[config.mk]
export PLATFORM = sky130hd
export DESIGN_NAME = seq_ptr_unit
export DESIGN_NICKNAME = d
export VERILOG_FILES = /design/src/rtl/seq_ptr_pkg.sv /design/src/rtl/seq_ptr_core.sv /design/src/rtl/seq_eob_flags.sv /design/src/rtl/seq_access_ctrl.sv /design/src/rtl/seq_ptr_unit.sv
export SDC_FILE = /design/constraint.sdc
export NUM_CORES = 1
export LEC_CHECK = 0
export ABC_AREA = 1
export BUFFER_PORTS_ARGS = -buffer_cell sky130_fd_sc_hd__buf_2
export CORE_MARGIN = 5
export CORE_UTILIZATION = 52
export DETAILED_ROUTE_END_ITERATION = 8
export GPL_TIMING_DRIVEN = 0
export PLACE_DENSITY_LB_ADDON = 0.05
export SYNTH_ARGS = -nofsm -noshare
export SYNTH_HDL_FRONTEND = slang
export SYNTH_HIERARCHICAL = 1
export SYNTH_SLANG_ARGS = --single-unit
[constraint.sdc]
create_clock -name clk -period 5.06 [get_ports clk]
set_input_delay 1.012 -clock clk [delete_from_list [all_inputs] [get_ports clk]]
set_output_delay 1.012 -clock clk [all_outputs]
set_load 0.005 [all_outputs]
[src/rtl/seq_ptr_pkg.sv]
package seq_ptr_pkg;

    localparam int unsigned PTR_W = 12;
    localparam int unsigned NBUF  = 2;

    // Which source updated the pointer at an edge, in priority order
    typedef enum logic [1:0] {
        SRC_HOLD = 2'd0,
        SRC_INC  = 2'd1,
        SRC_JUMP = 2'd2,
        SRC_LOAD = 2'd3
    } ptr_src_e;

endpackage

[src/rtl/seq_ptr_core.sv]
module seq_ptr_core
    import seq_ptr_pkg::*;
#(
    parameter int unsigned AW = PTR_W,
    parameter int unsigned NB = NBUF
) (
    input  logic                 clk,
    input  logic                 rst_n,
    input  logic                 inc_req,
    input  logic                 load_req,
    input  logic [NB-1:0]        jump_req,
    input  logic [AW-1:0]        load_val,
    input  logic [NB-1:0][AW-1:0] start_addr,
    output logic [AW-1:0]        ptr,
    output logic [AW-1:0]        ptr_nx,
    output logic                 pend,
    output logic [AW-1:0]        din,
    output logic                 inc_taken
);

    typedef struct packed {
        logic [AW-1:0] ptr;
        logic [AW-1:0] din;
        logic          pend;
    } core_state_t;

    core_state_t st_d, st_q;
    ptr_src_e    src;
    logic        jump_hit;
    logic [AW-1:0] jump_val;

    // Lowest-numbered start strobe wins
    always_comb begin
        jump_hit = 1'b0;
        jump_val = '0;
        for (int i = int'(NB) - 1; i >= 0; i--) begin
            if (jump_req[i]) begin
                jump_hit = 1'b1;
                jump_val = start_addr[i];
            end
        end
    end

    always_comb begin
        st_d = st_q;

        if (st_q.pend)     src = SRC_LOAD;
        else if (jump_hit) src = SRC_JUMP;
        else if (inc_req)  src = SRC_INC;
        else               src = SRC_HOLD;

        unique case (src)
            SRC_LOAD: st_d.ptr = st_q.din;
            SRC_JUMP: st_d.ptr = jump_val;
            SRC_INC:  st_d.ptr = st_q.ptr + AW'(1);
            default:  st_d.ptr = st_q.ptr;
        endcase

        // A fresh capture may overlap the application of the previous one
        st_d.pend = load_req;
        if (load_req) st_d.din = load_val;
    end

    always_ff @(posedge clk or negedge rst_n) begin
        if (!rst_n) st_q <= '0;
        else        st_q <= st_d;
    end

    assign ptr       = st_q.ptr;
    assign ptr_nx    = st_d.ptr;
    assign pend      = st_q.pend;
    assign din       = st_q.din;
    assign inc_taken = (src == SRC_INC);

endmodule

[src/rtl/seq_eob_flags.sv]
module seq_eob_flags
    import seq_ptr_pkg::*;
#(
    parameter int unsigned AW = PTR_W,
    parameter int unsigned NB = NBUF
) (
    input  logic                  clk,
    input  logic                  rst_n,
    input  logic                  inc_taken,
    input  logic [AW-1:0]         ptr_nx,
    input  logic [NB-1:0][AW-1:0] end_addr,
    input  logic [NB-1:0]         clr,
    output logic [NB-1:0]         eob_n
);

    typedef struct packed {
        logic [NB-1:0] hit;
    } flag_state_t;

    flag_state_t fl_d, fl_q;
    logic [NB-1:0] reach;

    generate
        for (genvar g = 0; g < NB; g++) begin : g_cmp
            assign reach[g] = inc_taken && (ptr_nx == end_addr[g]);
        end
    endgenerate

    always_comb begin
        fl_d = fl_q;
        for (int i = 0; i < int'(NB); i++) begin
            if (reach[i])    fl_d.hit[i] = 1'b1;
            else if (clr[i]) fl_d.hit[i] = 1'b0;
        end
    end

    always_ff @(posedge clk or negedge rst_n) begin
        if (!rst_n) fl_q <= '0;
        else        fl_q <= fl_d;
    end

    assign eob_n = ~fl_q.hit;

endmodule

[src/rtl/seq_access_ctrl.sv]
module seq_access_ctrl
    import seq_ptr_pkg::*;
#(
    parameter int unsigned AW = PTR_W
) (
    input  logic          clk,
    input  logic          rst_n,
    input  logic          sel,
    input  logic          wr,
    input  logic          oe,
    input  logic          jump_any,
    input  logic          load_req,
    input  logic          pend,
    input  logic [AW-1:0] ptr,
    output logic [AW-1:0] mem_addr,
    output logic          mem_we,
    output logic          mem_re,
    output logic          proto_err
);

    typedef struct packed {
        logic [AW-1:0] addr;
        logic          we;
        logic          re;
        logic          perr;
    } acc_state_t;

    acc_state_t ac_d, ac_q;

    always_comb begin
        ac_d      = ac_q;
        ac_d.addr = ptr;
        ac_d.we   = sel && wr;
        ac_d.re   = sel && !wr && oe;
        ac_d.perr = jump_any && (load_req || pend);
    end

    always_ff @(posedge clk or negedge rst_n) begin
        if (!rst_n) ac_q <= '0;
        else        ac_q <= ac_d;
    end

    assign mem_addr  = ac_q.addr;
    assign mem_we    = ac_q.we;
    assign mem_re    = ac_q.re;
    assign proto_err = ac_q.perr;

endmodule

[src/rtl/seq_ptr_unit.sv]
module seq_ptr_unit
    import seq_ptr_pkg::*;
#(
    parameter int unsigned AW = PTR_W
) (
    input  logic          clk,
    input  logic          rst_n,
    input  logic          cnt_en_n,
    input  logic          load_n,
    input  logic          jump1_n,
    input  logic          jump2_n,
    input  logic          sel_n,
    input  logic          wr_n,
    input  logic          oe_n,
    input  logic [AW-1:0] load_val,
    input  logic [AW-1:0] start1,
    input  logic [AW-1:0] start2,
    input  logic [AW-1:0] end1,
    input  logic [AW-1:0] end2,
    input  logic          clr1,
    input  logic          clr2,
    output logic [AW-1:0] ptr_o,
    output logic [AW-1:0] mem_addr,
    output logic          mem_we,
    output logic          mem_re,
    output logic          eob1_n,
    output logic          eob2_n,
    output logic          proto_err
);

    localparam int unsigned NB = 2;

    logic [NB-1:0]         jump_req;
    logic [NB-1:0][AW-1:0] start_addr;
    logic [NB-1:0][AW-1:0] end_addr;
    logic [NB-1:0]         clr;
    logic [NB-1:0]         eob_n;
    logic [AW-1:0]         ptr_nx;
    logic                  pend_q;
    logic [AW-1:0]         din_q;
    logic                  inc_taken;

    assign jump_req   = {~jump2_n, ~jump1_n};
    assign start_addr = {start2, start1};
    assign end_addr   = {end2, end1};
    assign clr        = {clr2, clr1};

    seq_ptr_core #(.AW(AW), .NB(NB)) u_core (
        .clk        (clk),
        .rst_n      (rst_n),
        .inc_req    (~cnt_en_n),
        .load_req   (~load_n),
        .jump_req   (jump_req),
        .load_val   (load_val),
        .start_addr (start_addr),
        .ptr        (ptr_o),
        .ptr_nx     (ptr_nx),
        .pend       (pend_q),
        .din        (din_q),
        .inc_taken  (inc_taken)
    );

    seq_eob_flags #(.AW(AW), .NB(NB)) u_flags (
        .clk       (clk),
        .rst_n     (rst_n),
        .inc_taken (inc_taken),
        .ptr_nx    (ptr_nx),
        .end_addr  (end_addr),
        .clr       (clr),
        .eob_n     (eob_n)
    );

    seq_access_ctrl #(.AW(AW)) u_acc (
        .clk       (clk),
        .rst_n     (rst_n),
        .sel       (~sel_n),
        .wr        (~wr_n),
        .oe        (~oe_n),
        .jump_any  (|jump_req),
        .load_req  (~load_n),
        .pend      (pend_q),
        .ptr       (ptr_o),
        .mem_addr  (mem_addr),
        .mem_we    (mem_we),
        .mem_re    (mem_re),
        .proto_err (proto_err)
    );

    assign eob1_n = eob_n[0];
    assign eob2_n = eob_n[1];

endmodule

==> results of run 1 <==
[power by group through the flow]
stage	clock (mW)	combinational (mW)	sequential (mW)
global route	0.221	0.213	0.403
global placement	0	0.183	0.403
detailed placement	0	0.187	0.404
floorplan	0	0.102	0.401
CTS	0.203	0.188	0.398
finish	0.198	0.186	0.397
[worst paths after layout]
path / start / end / slack [ns] / depth (start not counted)
max: jump1_n / u_flags/fl_q[0] / 2.62 / 17
max in group asynchronous: rst_n / u_acc/mem_addr[7] / 3.65 / 1
min: u_core/ptr[11] / u_acc/mem_addr[11] / 0.46 / 0
min reg2reg: u_core/ptr[11] / u_acc/mem_addr[11] / 0.46 / 0
max reg2reg: u_core/ptr[1] / u_flags/fl_q[1] / 3.06 / 14
min in group asynchronous: rst_n / u_acc/proto_err / 0.84 / 1
[metal layers]
layer  share of wire (%)  GRT usage (%)  wire [um]
met2                  48           34.5       2900
met4                 2.0           8.22        121
met1                  43           26.4       2610
met5                   0              0          0
met3                 6.6           4.82        397
[cell usage after synthesis (all sizes together) (2+ instances only)]
master	number
nand2	140
inv	53
dfrtp	42
nor2	33
nand3	16
mux2	11
nand4	11
o21ai	5
a21oi	4
a22o	4
xnor2	4
buf	3
or2	3
o211ai	2
[stage by stage]
stage                     power, mW  std cells  setup slack [ns]  cell area (sq um)
final                         0.781        498              2.62               3090
after global routing          0.837        498              2.39               3090
after CTS                     0.789        498              2.62               3090
after detailed placement      0.591        491              2.34               3010
after global placement        0.586        491              2.40               3010
after floorplan               0.504        338              2.78               2450
[layout make-up]
class                      count  share of cell area (%)
multi-input combinational    238                    37.9
sequential                    42                    34.0
timing repair buffer          99                    16.0
inverter                      54                    6.72
clock buffer                   7                    2.47
tap                           54                    2.19
buffer                         4                   0.689
[flip-flops by register name, summed over array words and instances (netlist names)]
name             count
u_acc/mem_addr      12
u_flags/fl_q         2
u_acc/mem_we         1
u_core/ptr          12
u_core/din          12
u_core/pend          1
u_acc/proto_err      1
u_acc/mem_re         1
[cell families (layout without fill, tap and decap cells)]
logic type                 count (synthesis)  in the layout  share of synthesized area, %
adders and majority gates                  1              1                         0.511
DFF                                       42             42                          42.9
and+or+nand+nor                          204            204                          35.9
muxes                                     11             11                          5.06
xor gates and xnor gates                   5              5                          1.79
buffers and inverters                     58            164                          9.35
AOI/OAI and AO/OA                         17             17                          4.49
==> flow_summary.json, run 1 <==
{
  "status": "finished, final reports clean",
  "gp_congestion": 0.841,
  "crit_family": "simple AND/OR/NAND/NOR gates",
  "synth_cells": 338,
  "dieArea_sq_mm": 0.00618,
  "required_ns": 5.29,
  "gr-total-overflow": 0,
  "die_h_um": 78.6,
  "wire_per_inst_um": 12.1,
  "grt_antenna_before_repair": 0,
  "drc": 0,
  "cp-start-kind": "input pin",
  "avgSynthCellArea_sq_um": 7.25,
  "htree_levels": 2,
  "nFillCells": 425,
  "synth_flop_cell": "dfrtp_1",
  "cts_buffers": 5,
  "gr-usage-all-layers_pct": 20.9,
  "crit_slowest_cell": "a21oi_1",
  "path_common_cell": "nand2_1",
  "antenna_cells": 0,
  "clock_sinks": 42,
  "clkLatencyLatePin_ns": 0.29,
  "post-route-min-period_ns": 2.44,
  "finalCritPeriodShare_pct": 48.2,
  "cp_slowest_stage_delay_ns": 0.31,
  "post-route-util_pct": 66.3,
  "yosysWarningCount": 6,
  "viasPerCell": 4.86,
  "internal_power_mw": 0.547,
  "holdBufCountCts": 0,
  "path_cells": "buf_2 > inv_1 > inv_2 > nand2_2 > nor2_4 > nand2_4 > clkinv_4 > nand3_2 > a21oi_1 > inv_1 > nand2_1 > o21ai_0 > inv_1 > nand2_1 > nor2_1 > nand2_1 > nand2_1",
  "crit_buf_inv": 6,
  "final_nets": 516,
  "synth.area.top_cells": "dfrtp_1, nand2_1, inv_1",
  "postCtsSetupRepairBufs": 0,
  "hpwl_um": 4830,
  "whs_ns": 0.465,
  "tightest_slew_ns": 0.893,
  "layout_commonest_cell": "nand2_1",
  "cts_resized": 0,
  "critical_path_class": "in2reg",
  "synth_top_area_share_pct": 42.9,
  "grt_max_degree": 43,
  "peakVddDrop_uv": 160,
  "firstDrtPassIters": 4,
  "setup_viol": 0,
  "switching_power_mw": 0.234,
  "fp.dieW_um": 78.6,
  "synth_fp_nets": 410,
  "drive_above_1_share_pct": 30.6,
  "setup_tns_ns": 0,
  "skew_ns": 0.00480,
  "ff_latch_area_sq_mm": 0.00105,
  "portBuffers": 99,
  "boundaryPins": 100,
  "rows": 25,
  "cts.path.max_buffers": 2,
  "clk_pin_slew_ns": 0.07,
  "ant_nets": 0,
  "grt_pass1_vias": 2335,
  "multi_input_area_sq_mm": 0.00117,
  "powerDensity_mw_per_mm2": 253,
  "grt_setup_unrepaired": "false",
  "synth_top_area_cell": "dfrtp_1",
  "routed_wl_um": 6030,
  "pwr-share-clk_pct": 25.3,
  "synth_area_sq_mm": 0.00245,
  "switching_share_pct": 29.9,
  "ys_types": 29,
  "cts-root-buf": "clkbuf_8",
  "hold_viol": 0,
  "start_util_pct": 52.6,
  "cap_violations": 0,
  "drv_slew": 0,
  "arrival_ns": 2.67,
  "coreArea_sq_mm": 0.00466,
  "ys_seq_area_share_pct": 42.9,
  "ys_seq_elements": 42,
  "vias": 2419,
  "pwr-share-seq_pct": 50.9,
  "p_leak_nw": 1.77,
  "postSynth.asyncResetShare_pct": 100,
  "cp_max_fo": 11,
  "hp-class": "reg2reg",
  "comb_power_share_pct": 23.8,
  "synth_edf_count": 0,
  "cts_tree": "yes",
  "crit_path_end_kind": "register",
  "layout_common_cells": "nand2_1, buf_2, inv_1",
  "area_delta_synth_final_pct": 26.1,
  "drt-initial-drc-count": 103,
  "fmax_mhz": 410,
  "maxSlewHeadroom_pct": 40.5,
  "grt_pass1_wl_um": 10200
}
No activity file was read; power rests on OpenSTA's default activity.
==> run 2: changes to the inputs <==
CORE_UTILIZATION = 48   (was 52)
clock period = 2.4 ns   (was 5.06 ns; I/O delays follow)
==> run 2 against run 1 <==
  * Combinational power rose by 110%
  * Final cell count increased by 3.4%
  * Register-to-register slack got worse by 2.6 ns
  * Routed wire length rose by 0.55%
  * Total power is 120% higher
  * Critical path depth decreased by 3
  * Clock skew rose by 0.00065 ns
  * Sequential power grew 110%
  * First-iteration DRC count is 27% lower
  * Via count shrank 1.8%
  * Core utilization down 3.9 points
  * Die area increased by 7.2%
  * Critical path type is now reg2reg
  * Critical endpoint unchanged
==> flow_summary.json, run 2 (synthesized netlist as in run 1, its figures left out) <==
{
  "cp_max_fo": 6,
  "cp-startpoint": "u_core/ptr[0]",
  "firstDrtPassIters": 4,
  "cts_tree": "yes",
  "start_util_pct": 48.6,
  "viasPerCell": 4.61,
  "grt_setup_unrepaired": "false",
  "fmax_mhz": 504,
  "drive_above_1_share_pct": 31.2,
  "final_nets": 516,
  "holdBufCountCts": 0,
  "routed_wl_um": 6060,
  "drv_slew": 0,
  "gp_congestion": 0.811,
  "antenna_cells": 0,
  "drc": 0,
  "cp-start-kind": "register",
  "switching_power_mw": 0.510,
  "r2r_cells": 14,
  "clk_pin_slew_ns": 0.08,
  "p_leak_nw": 1.78,
  "fin_area_sq_mm": 0.00314,
  "status": "finished, final reports clean",
  "dieArea_sq_mm": 0.00663,
  "rows": 26,
  "grt_max_degree": 43,
  "switching_share_pct": 29.1,
  "skew_ns": 0.00546,
  "place_area_sq_mm": 0.00303,
  "tightest_slew_ns": 0.930,
  "clock_sinks": 42,
  "peakVddDrop_uv": 354,
  "arrival_ns": 2.23,
  "critical_path_class": "reg2reg",
  "setup_tns_ns": 0,
  "layout_common_cells": "nand2_1, buf_2, inv_1",
  "grt_pass1_wl_um": 9820,
  "cts_buffers": 5,
  "vias": 2375,
  "pwr-share-seq_pct": 47.6,
  "internal_power_mw": 1.24,
  "pwr-share-clk_pct": 30.1,
  "post-route-min-period_ns": 1.99,
  "required_ns": 2.64,
  "coreArea_sq_mm": 0.00504,
  "powerDensity_mw_per_mm2": 558,
  "layout_commonest_cell": "nand2_1",
  "grt_antenna_before_repair": 0,
  "area_delta_synth_final_pct": 28.3,
  "hpwl_um": 4900,
  "cts.path.max_buffers": 2,
  "die_h_um": 81.4,
  "wire_per_inst_um": 11.8,
  "comb_power_share_pct": 22.3,
  "fp.dieW_um": 81.4,
  "clkLatencyLatePin_ns": 0.30,
  "htree_levels": 2,
  "gr-total-overflow": 0,
  "finalCritPeriodShare_pct": 82.7,
  "cap_violations": 0,
  "hp-class": "in2async",
  "reg2reg_from": "u_core/ptr[0]",
  "setup_viol": 0,
  "boundaryPins": 100,
  "cts-root-buf": "clkbuf_8",
  "ant_nets": 0,
  "gr-usage-all-layers_pct": 19.5,
  "postCtsSetupRepairBufs": 0,
  "portBuffers": 99,
  "crit_path_end_kind": "register",
  "drt-initial-drc-count": 75,
  "cts_resized": 0,
  "grt_pass1_vias": 2213,
  "hold_viol": 0,
  "maxSlewHeadroom_pct": 38.0
}
==> run 2: layout make-up <==
class	count	area [sq um]
plain buffers	4	21.3
clock buffers	8	110
fillers	501	1900
inverters	54	208
multi-input cells	238	1170
flip-flops and latches	42	1050
well taps	70	87.6
repair buffers	99	495
==> run 2: worst max-delay path, cell delays in order, from the launching register on <==
cell and delay [ns]:
dfrtp_1 0.46, ha_1 0.20, nand2_1 0.14, nor2_4 0.20
xor2_1 0.16, nand2_1 0.07, nand4_1 0.14, inv_1 0.08
nand2_1 0.06, nand2_1 0.04, nor2_1 0.10, nand2_1 0.09
nor2_1 0.09, nand2_1 0.05, nand2_1 0.06
==> run 2: power groups by stage <==
stage | clock network (mW) | registers, mW | logic [mW]
floorplan | 0 | 0.846 | 0.216
global placement | 0 | 0.849 | 0.387
detailed placement | 0 | 0.850 | 0.394
CTS | 0.543 | 0.837 | 0.396
global route | 0.579 | 0.848 | 0.446
finish | 0.528 | 0.835 | 0.391
==> run 2: final timing paths <==
check                                           to  slack [ns]
worst max-delay path               u_flags/fl_q[0]        0.41
worst min-delay path                 u_core/din[6]        0.32
worst max register to register     u_flags/fl_q[0]        0.41
worst min register to register  u_acc/mem_addr[11]        0.47
max in group asynchronous             u_acc/mem_re        1.50
min in group clk                    u_core/din[11]        0.40
==> run 2: per-stage QoR <==
step | total power, mW | std cells | utilization, % | hold slack, ns | setup slack (ns)
6_report | 1.75 | 515 | 62.3 | 0.317 | 0.414
3_5_place_dp | 1.24 | 507 | 60.1 | 0.451 | 0.262
4_1_cts | 1.78 | 515 | 62.3 | 0.347 | 0.411
3_3_place_gp | 1.24 | 507 | 60.1 | 0.450 | 0.270
5_1_grt | 1.87 | 515 | 62.3 | 0.406 | 0.207
2_1_floorplan | 1.06 | 338 | - | 0.184 | 0.653
==> run 2: routing by layer <==
| layer | GRT usage, % | part of all wire, % | wire length (um) |
|---|---|---|---|
| met3 | 3.95 | 6.7 | 404 |
| met2 | 33.6 | 50 | 3040 |
| met5 | 0 | 0 | 0 |
| met1 | 24.3 | 42 | 2540 |
| met4 | 6.76 | 1.3 | 76 |
